### src/rtl/sfc_pkg.sv
`timescale 1ns/1ps
package sfc_pkg;

   localparam int SEQ_BITS = 64;

   // register indices
   localparam logic [2:0] RI_CTRL = 3'd0;
   localparam logic [2:0] RI_ADDR = 3'd1;
   localparam logic [2:0] RI_WLO  = 3'd2;
   localparam logic [2:0] RI_WHI  = 3'd3;
   localparam logic [2:0] RI_RLO  = 3'd4;
   localparam logic [2:0] RI_RHI  = 3'd5;
   localparam logic [2:0] RI_DIV  = 3'd6;

   localparam int CTL_EXEC = 0;

   typedef enum logic [2:0] {
      PH_OPC, PH_ADR, PH_DUM, PH_WR, PH_RD, PH_END
   } phase_e;

   typedef struct packed {
      logic [7:0] op;
      logic       ren;
      logic [2:0] rcnt;
      logic       aen;
      logic [1:0] acnt;
      logic       wen;
      logic [2:0] wcnt;
      logic [4:0] dummy;
   } cmd_t;

   function automatic cmd_t decode_ctl(logic [31:0] w);
      cmd_t c;
      c.op    = w[31:24];
      c.ren   = w[23];
      c.rcnt  = w[22:20];
      c.aen   = w[19];
      c.acnt  = w[17:16];
      c.wen   = w[15];
      c.wcnt  = w[14:12];
      c.dummy = w[11:7];
      return c;
   endfunction

   function automatic phase_e next_phase(phase_e cur, cmd_t c);
      phase_e n;
      n = PH_END;
      case (cur)
         PH_OPC: begin
            if (c.aen)              n = PH_ADR;
            else if (c.dummy != 0)  n = PH_DUM;
            else if (c.wen)         n = PH_WR;
            else if (c.ren)         n = PH_RD;
         end
         PH_ADR: begin
            if (c.dummy != 0)       n = PH_DUM;
            else if (c.wen)         n = PH_WR;
            else if (c.ren)         n = PH_RD;
         end
         PH_DUM: begin
            if (c.wen)              n = PH_WR;
            else if (c.ren)         n = PH_RD;
         end
         default:                   n = PH_END;
      endcase
      return n;
   endfunction

   function automatic logic [6:0] phase_len(phase_e p, cmd_t c);
      logic [6:0] l;
      case (p)
         PH_OPC:  l = 7'd8;
         PH_ADR:  l = {1'b0, {1'b0, c.acnt} + 3'd1, 3'b000};
         PH_DUM:  l = {2'b00, c.dummy};
         PH_WR:   l = {{1'b0, c.wcnt} + 4'd1, 3'b000};
         PH_RD:   l = {{1'b0, c.rcnt} + 4'd1, 3'b000};
         default: l = 7'd0;
      endcase
      return l;
   endfunction

   function automatic logic [SEQ_BITS-1:0] phase_load(phase_e p, cmd_t c,
         logic [31:0] addr, logic [SEQ_BITS-1:0] wstream);
      logic [SEQ_BITS-1:0] v;
      case (p)
         PH_OPC:  v = {c.op, {(SEQ_BITS-8){1'b0}}};
         PH_ADR:  v = {addr << {~c.acnt, 3'b000}, 32'd0};
         PH_WR:   v = wstream;
         default: v = '0;
      endcase
      return v;
   endfunction

endpackage

### src/rtl/sfc_clkdiv.sv
`timescale 1ns/1ps
module sfc_clkdiv #(
   parameter int DIV_W = 4
) (
   input  logic             clk,
   input  logic             rst_n,
   input  logic             run,
   input  logic [DIV_W-1:0] div_f,
   output logic             tick
);
   logic [DIV_W-1:0] cnt_q;

   assign tick = run && (cnt_q == div_f);

   always_ff @(posedge clk or negedge rst_n) begin
      if (!rst_n)             cnt_q <= '0;
      else if (!run || tick)  cnt_q <= '0;
      else                    cnt_q <= cnt_q + 1'b1;
   end
endmodule

### src/rtl/sfc_seq.sv
`timescale 1ns/1ps
module sfc_seq
   import sfc_pkg::*;
(
   input  logic                clk,
   input  logic                rst_n,
   input  logic                start,
   input  cmd_t                cmd,
   input  logic [31:0]         addr,
   input  logic [SEQ_BITS-1:0] wstream,
   input  logic                tick,
   input  logic                miso,
   output logic                active,
   output logic                sclk,
   output logic                mosi,
   output logic                done,
   output logic                cap_we,
   output logic [2:0]          cap_idx,
   output logic [7:0]          cap_byte
);
   phase_e              phase_q;
   logic [5:0]          bit_q;
   logic [SEQ_BITS-1:0] tx_q;
   logic [6:0]          rx_q;
   logic                sclk_q, act_q;

   logic [6:0] len;
   logic       last, rise, fall;
   phase_e     nxt;

   assign len  = phase_len(phase_q, cmd);
   assign last = ({1'b0, bit_q} == len - 7'd1);
   assign nxt  = next_phase(phase_q, cmd);
   assign rise = act_q && tick && !sclk_q;
   assign fall = act_q && tick && sclk_q;

   assign done     = fall && last && (nxt == PH_END);
   assign cap_we   = rise && (phase_q == PH_RD) && (bit_q[2:0] == 3'd7);
   assign cap_idx  = bit_q[5:3];
   assign cap_byte = {rx_q, miso};

   assign active = act_q;
   assign sclk   = sclk_q;
   assign mosi   = act_q && tx_q[SEQ_BITS-1];

   always_ff @(posedge clk or negedge rst_n) begin
      if (!rst_n) begin
         phase_q <= PH_END;
         bit_q   <= '0;
         tx_q    <= '0;
         rx_q    <= '0;
         sclk_q  <= 1'b0;
         act_q   <= 1'b0;
      end else if (start && !act_q) begin
         act_q   <= 1'b1;
         phase_q <= PH_OPC;
         bit_q   <= '0;
         sclk_q  <= 1'b0;
         tx_q    <= phase_load(PH_OPC, cmd, addr, wstream);
      end else if (rise) begin
         sclk_q <= 1'b1;
         if (phase_q == PH_RD) rx_q <= {rx_q[5:0], miso};
      end else if (fall) begin
         sclk_q <= 1'b0;
         if (last) begin
            if (nxt == PH_END) begin
               act_q <= 1'b0;
               tx_q  <= '0;
            end else begin
               phase_q <= nxt;
               bit_q   <= '0;
               tx_q    <= phase_load(nxt, cmd, addr, wstream);
            end
         end else begin
            bit_q <= bit_q + 6'd1;
            tx_q  <= tx_q << 1;
         end
      end
   end
endmodule

### src/rtl/sfc_cmd_engine.sv
`timescale 1ns/1ps
module sfc_cmd_engine
   import sfc_pkg::*;
#(
   parameter int DIV_W     = 4,
   parameter int DIV_RESET = 1
) (
   input  logic        clk,
   input  logic        rst_n,
   input  logic        reg_we,
   input  logic [2:0]  reg_addr,
   input  logic [31:0] reg_wdata,
   output logic [31:0] reg_rdata,
   output logic        spi_sclk,
   output logic        spi_cs_n,
   output logic        spi_mosi,
   input  logic        spi_miso
);
   localparam int NBYTE  = SEQ_BITS / 8;
   localparam int NLOW   = NBYTE / 2;

   initial begin : elab_chk
      assert (DIV_W >= 1 && DIV_W <= 8) else $fatal(1, "DIV_W out of range");
      assert (DIV_RESET >= 0 && DIV_RESET < (1 << DIV_W)) else $fatal(1, "DIV_RESET too wide");
   end

   logic [31:2]         ctl_q;
   logic [31:0]         addr_q, wlo_q, whi_q;
   logic [SEQ_BITS-1:0] rdat_q;
   logic [DIV_W-1:0]    div_q;
   logic                busy_q;

   logic wr_ok, start, done, tick, active;
   logic cap_we;
   logic [2:0] cap_idx;
   logic [7:0] cap_byte;
   cmd_t cmd;
   logic [SEQ_BITS-1:0] wstream;

   assign wr_ok = reg_we && !busy_q;
   assign start = wr_ok && (reg_addr == RI_CTRL) && reg_wdata[CTL_EXEC];
   assign cmd   = decode_ctl(start ? reg_wdata : {ctl_q, 2'b00});

   // byte 0 goes first: reverse the lane order into the serial stream
   for (genvar gi = 0; gi < NBYTE; gi++) begin : g_wlane
      if (gi < NLOW) begin : g_lo
         assign wstream[SEQ_BITS-1-8*gi -: 8] = wlo_q[8*gi +: 8];
      end else begin : g_hi
         assign wstream[SEQ_BITS-1-8*gi -: 8] = whi_q[8*(gi-NLOW) +: 8];
      end
   end

   always_ff @(posedge clk or negedge rst_n) begin
      if (!rst_n) begin
         ctl_q  <= '0;
         addr_q <= '0;
         wlo_q  <= '0;
         whi_q  <= '0;
         div_q  <= DIV_W'(DIV_RESET);
      end else if (wr_ok) begin
         case (reg_addr)
            RI_CTRL: ctl_q  <= {reg_wdata[31:2]};
            RI_ADDR: addr_q <= reg_wdata;
            RI_WLO:  wlo_q  <= reg_wdata;
            RI_WHI:  whi_q  <= reg_wdata;
            RI_DIV:  div_q  <= reg_wdata[DIV_W-1:0];
            default: ;
         endcase
      end
   end

   always_ff @(posedge clk or negedge rst_n) begin
      if (!rst_n)     busy_q <= 1'b0;
      else if (start) busy_q <= 1'b1;
      else if (done)  busy_q <= 1'b0;
   end

   always_ff @(posedge clk or negedge rst_n) begin
      if (!rst_n) begin
         rdat_q <= '0;
      end else if (cap_we) begin
         for (int i = 0; i < NBYTE; i++)
            if (cap_idx == 3'(i)) rdat_q[8*i +: 8] <= cap_byte;
      end
   end

   always_comb begin
      case (reg_addr)
         RI_CTRL: reg_rdata = {ctl_q[31:2], busy_q, 1'b0} & 32'hFFFF_FFFE;
         RI_ADDR: reg_rdata = addr_q;
         RI_WLO:  reg_rdata = wlo_q;
         RI_WHI:  reg_rdata = whi_q;
         RI_RLO:  reg_rdata = rdat_q[31:0];
         RI_RHI:  reg_rdata = rdat_q[63:32];
         RI_DIV:  reg_rdata = 32'(div_q);
         default: reg_rdata = '0;
      endcase
   end

   sfc_clkdiv #(.DIV_W(DIV_W)) u_div (
      .clk   (clk),
      .rst_n (rst_n),
      .run   (active),
      .div_f (div_q),
      .tick  (tick)
   );

   sfc_seq u_seq (
      .clk      (clk),
      .rst_n    (rst_n),
      .start    (start),
      .cmd      (cmd),
      .addr     (addr_q),
      .wstream  (wstream),
      .tick     (tick),
      .miso     (spi_miso),
      .active   (active),
      .sclk     (spi_sclk),
      .mosi     (spi_mosi),
      .done     (done),
      .cap_we   (cap_we),
      .cap_idx  (cap_idx),
      .cap_byte (cap_byte)
   );

   assign spi_cs_n = !active;

endmodule

### config.mk
export PLATFORM = sky130hd
export DESIGN_NAME = sfc_cmd_engine
export DESIGN_NICKNAME = d
export VERILOG_FILES = /design/src/rtl/sfc_pkg.sv /design/src/rtl/sfc_clkdiv.sv /design/src/rtl/sfc_seq.sv /design/src/rtl/sfc_cmd_engine.sv
export SDC_FILE = /design/constraint.sdc
export NUM_CORES = 1
export LEC_CHECK = 0
export ABC_AREA = 1
export CAP_MARGIN = 20
export CORE_MARGIN = 4
export CORE_UTILIZATION = 25
export CTS_BUF_LIST = sky130_fd_sc_hd__clkbuf_4
export CTS_CLUSTER_SIZE = 14
export DETAILED_ROUTE_END_ITERATION = 8
export DONT_BUFFER_PORTS = 1
export GPL_TIMING_DRIVEN = 0
export PLACE_DENSITY = 0.38
export SLEW_MARGIN = 20
export SYNTH_ARGS = -nofsm -noshare
export SYNTH_HDL_FRONTEND = slang
export SYNTH_SLANG_ARGS = --single-unit
### constraint.sdc
create_clock -name clk -period 4.8 [get_ports clk]
set_clock_uncertainty 0.15 [all_clocks]
set_input_delay 0.24 -clock clk [delete_from_list [all_inputs] [get_ports clk]]
set_output_delay 0.24 -clock clk [all_outputs]
set_load 0.01 [all_outputs]
==> metrics.yaml <==
power_and_ir_drop:
  clkPwrFrac: 0.497
  peakVddDrop_uv: 153
  power.leakage_uw: 0.00741
  p_sw_frac: 0.252
  p_int_uw: 3840
  pwr-share-seq: 0.469
  p_comb_frac: 0.034
  p_per_area_mw_per_mm2: 309
  net-switching-power_uw: 1290
sta:
  rsz0062_at_grt: "no"
  holdWs_ns: -1.02
  period_share: 0.954
  finalSetupViolCount: 0
  fin_crit_ns: 4.58
  final_max_slew_viol_count: 0
  tightestPinTransition_ns: 1.11
  relSlewSlack: 0.260
  hold_viol_final: 281
  fmax_mhz: 218
synth:
  synth_top_cells_by_count: "557 x nand2_1, 325 x o21ai_0, 278 x dfrtp_1"
  synthFlopType: "dfrtp_1"
  yosysTopAreaCellShare: 0.503
  yosysSeqAreaShare: 0.508
  yosysWarnings: 0
  yosysTopAreaCell: "dfrtp_1"
  synth.distinct_cells: 45
  syn_nets: 1802
  async_reset_ff_frac: 1.00
  netlist_instances: 1757
  synth.most_common_cell: "nand2_1"
  synth_seq_cells: 281
  synth_area_sq_mm: 0.0138
  synth_area_leaders: "dfrtp_1 50%, nand2_1 15%, o21ai_0 12%, nand3_1 3.8%, inv_1 3.4%"
  synth-edff-count: 0
  syn_avg_cell_area_sq_um: 7.88
floorplanning:
  start_util: 0.255
  dieWidth_um: 243
  die_area_sq_mm: 0.0592
  fp-row-count: 85
  io_pins: 74
  die_y_um: 243
  fp.coreArea_sq_mm: 0.0543
clock_tree:
  clock_latency_ns: 0.83
  htree_levels: 3
  root_buffer: "clkbuf_4"
  tritoncts: "built"
  cts_hold_buf: 61
  clk_pin_slew_worst_paths_ns: 0.07
  cts_sinks: 281
  clockBufferDepth: 3
  numCtsBuffers: 86
detailed_routing:
  wl_per_cell_um: 24.0
  routed_wl_mm: 65.1
  drc: 0
  antenna_left: 0
  dr.pass1.iters: 5
  drtIter0Drc: 1124
  vias_per_cell: 4.95
  vias: 13400
place:
  placed_cells: 2496
  routabilityCongestion: 0.970
  dp_hpwl_mm: 48.8
  placed_area_sq_mm: 0.0148
  place.port_buffers: 0
cells_and_area:
  multi_input_area_sq_mm: 0.00590
  final_layout_size_suffix_gt1_frac: 0.0922
  syn2layout_area_growth_pct: 19.8
  design_area_sq_mm: 0.0166
  ff_latch_area_sq_mm: 0.00704
  fin_cells: 2715
  nNetsFinal: 1954
  finalCoreUtilization: 0.305
  fillers: 6033
worst_setup_path:
  critPathMaxFanout: 11
  cp_data_required_time_ns: 5.35
  cp_data_arrival_time_ns: 5.13
  endpoint_kind: "flip-flop"
  cp-start-kind: "flip-flop"
  path_class: "flip-flop to flip-flop"
grt:
  antenna_found_initial: 3
  grt_pass1_wl_mm: 94.4
  grt_overflow: 0
  grtUsageTotal: 0.217
  grt_max_degree: 282
  grt_pass1_vias: 13300
flow_run:
  drv_cap: 0
min_path:
  hold_class: "input port to async pin"
outcome:
  outcome: "finished with violations"
  violations: "negative hold slack"
worst paths after layout:
path | end | start | cells past startpoint | slack [ns]
setup / recovery | u_seq.tx_q[7] | busy_q | 23 | 0.22
hold reg to reg | u_seq.tx_q[48] | u_seq.tx_q[48] | 2 | 0.33
max in group asynchronous | addr_q[15] | rst_n | 0 | 4.77
setup reg to reg | u_seq.tx_q[7] | busy_q | 23 | 0.22
hold / removal | u_seq.tx_q[6] | rst_n | 0 | -1.02
min in group clk | wlo_q[10] | reg_wdata[10] | 3 | 0.11
cell usage in the layout (no fill, tap or decap), types with 3 or more instances in the layout:
cell	instances
nand3b_1	6
nand3_1	105
buf_2	9
nand4_1	20
dfrtp_1	278
a221oi_1	23
clkinv_1	24
xnor2_1	4
o31ai_1	7
nand2_1	556
o211ai_1	7
inv_2	7
diode_2	3
buf_6	4
o21ai_1	20
clkbuf_2	3
a22oi_1	3
o2111ai_1	3
xor2_1	7
o22ai_1	4
nor3_1	8
dfstp_2	3
clkbuf_1	78
clkinv_2	4
inv_1	125
a21oi_1	69
or2_2	3
o21ai_0	324
nand2_2	5
a22o_1	4
buf_4	5
clkbuf_4	118
ha_1	6
nor2_1	39
bufinv_16	5
dlygate4sd3_1	61
nor2_4	4
power groups by stage:
stage | Combinational [uW] | Sequential (uW) | Clock (uW)
2_1_floorplan | 73.5 | 2440 | 0
3_3_place_gp | 138 | 2450 | 0
3_5_place_dp | 139 | 2450 | 0
4_1_cts | 174 | 2410 | 2650
5_1_grt | 186 | 2410 | 2760
6_report | 174 | 2410 | 2550
layer usage:
layer  wire (um)  vias up  GRT usage
li1            -     6220          -
met1       29100     6656      0.296
met2       29600      455      0.337
met3        4110      104     0.0464
met4        2310        0     0.0871
met5           0        -          0
per-stage QoR:
step | TNS (ns) | setup WS (ns) | power [uW]
after global placement | -1.60 | -0.174 | 2590
final | 0 | 0.220 | 5130
after global routing | 0 | 0.0240 | 5350
after detailed placement | -0.633 | -0.0908 | 2590
after CTS | 0 | 0.0324 | 5230
after floorplan | 0 | 1.45 | 2510
cell type report:
type | instances | area share
clock buffer | 118 | 0.0534
inverter | 134 | 0.0307
buffer | 96 | 0.0244
multi-input combinational | 1244 | 0.356
antenna | 3 | 0.000453
clock inverter | 34 | 0.0161
sequential | 281 | 0.424
tap | 739 | 0.0557
timing repair buffer | 66 | 0.0391
cells by family after synthesis:
family                     after synthesis  synth area share
AOI/OAI and AO/OA                      472             0.185
xor gates and xnor gates                11           0.00696
DFF                                    281             0.508
buffers and inverters                  232            0.0660
adders and majority gates                6           0.00542
and+or+nand+nor                        755             0.229
sequential cells by signal, indices dropped and copies added, names as in the netlist:
register,cells
div_q,4
u_seq.phase_q,3
wlo_q,32
rdat_q,64
u_seq.rx_q,7
whi_q,32
u_seq.sclk,1
u_seq.active,1
addr_q,32
u_seq.bit_q,6
busy_q,1
u_seq.tx_q,64
u_div.cnt_q,4
ctl_q,30
worst max-delay path, stage by stage (launching register included):
cell and delay (ns):
dfrtp_1 0.41, nor2_4 0.20, nand4_4 0.20, buf_6 0.22, nand2_1 0.08, and2_1 0.48, clkinvlp_4 0.16, buf_4 0.20
ha_1 0.36, nand2_1 0.08, nand2_1 0.06, inv_1 0.04, nand2_1 0.10, nand2_1 0.06, nand2_1 0.09, inv_1 0.04
nand2_1 0.05, nand2_1 0.07, nor2_2 0.15, nand3_1 0.13, nor2_4 0.23, clkbuf_2 0.34, o21ai_0 0.29, o21ai_0 0.23
repair_timing:
item / 4_1_cts / 5_1_grt
gates resized for setup: 1 / 8
buffers inserted: 0 / 5
endpoints found under the setup margin: 13 / 61
endpoints found under the hold margin: 432 / 281
Note: power is estimated with default switching activity, not from simulation.
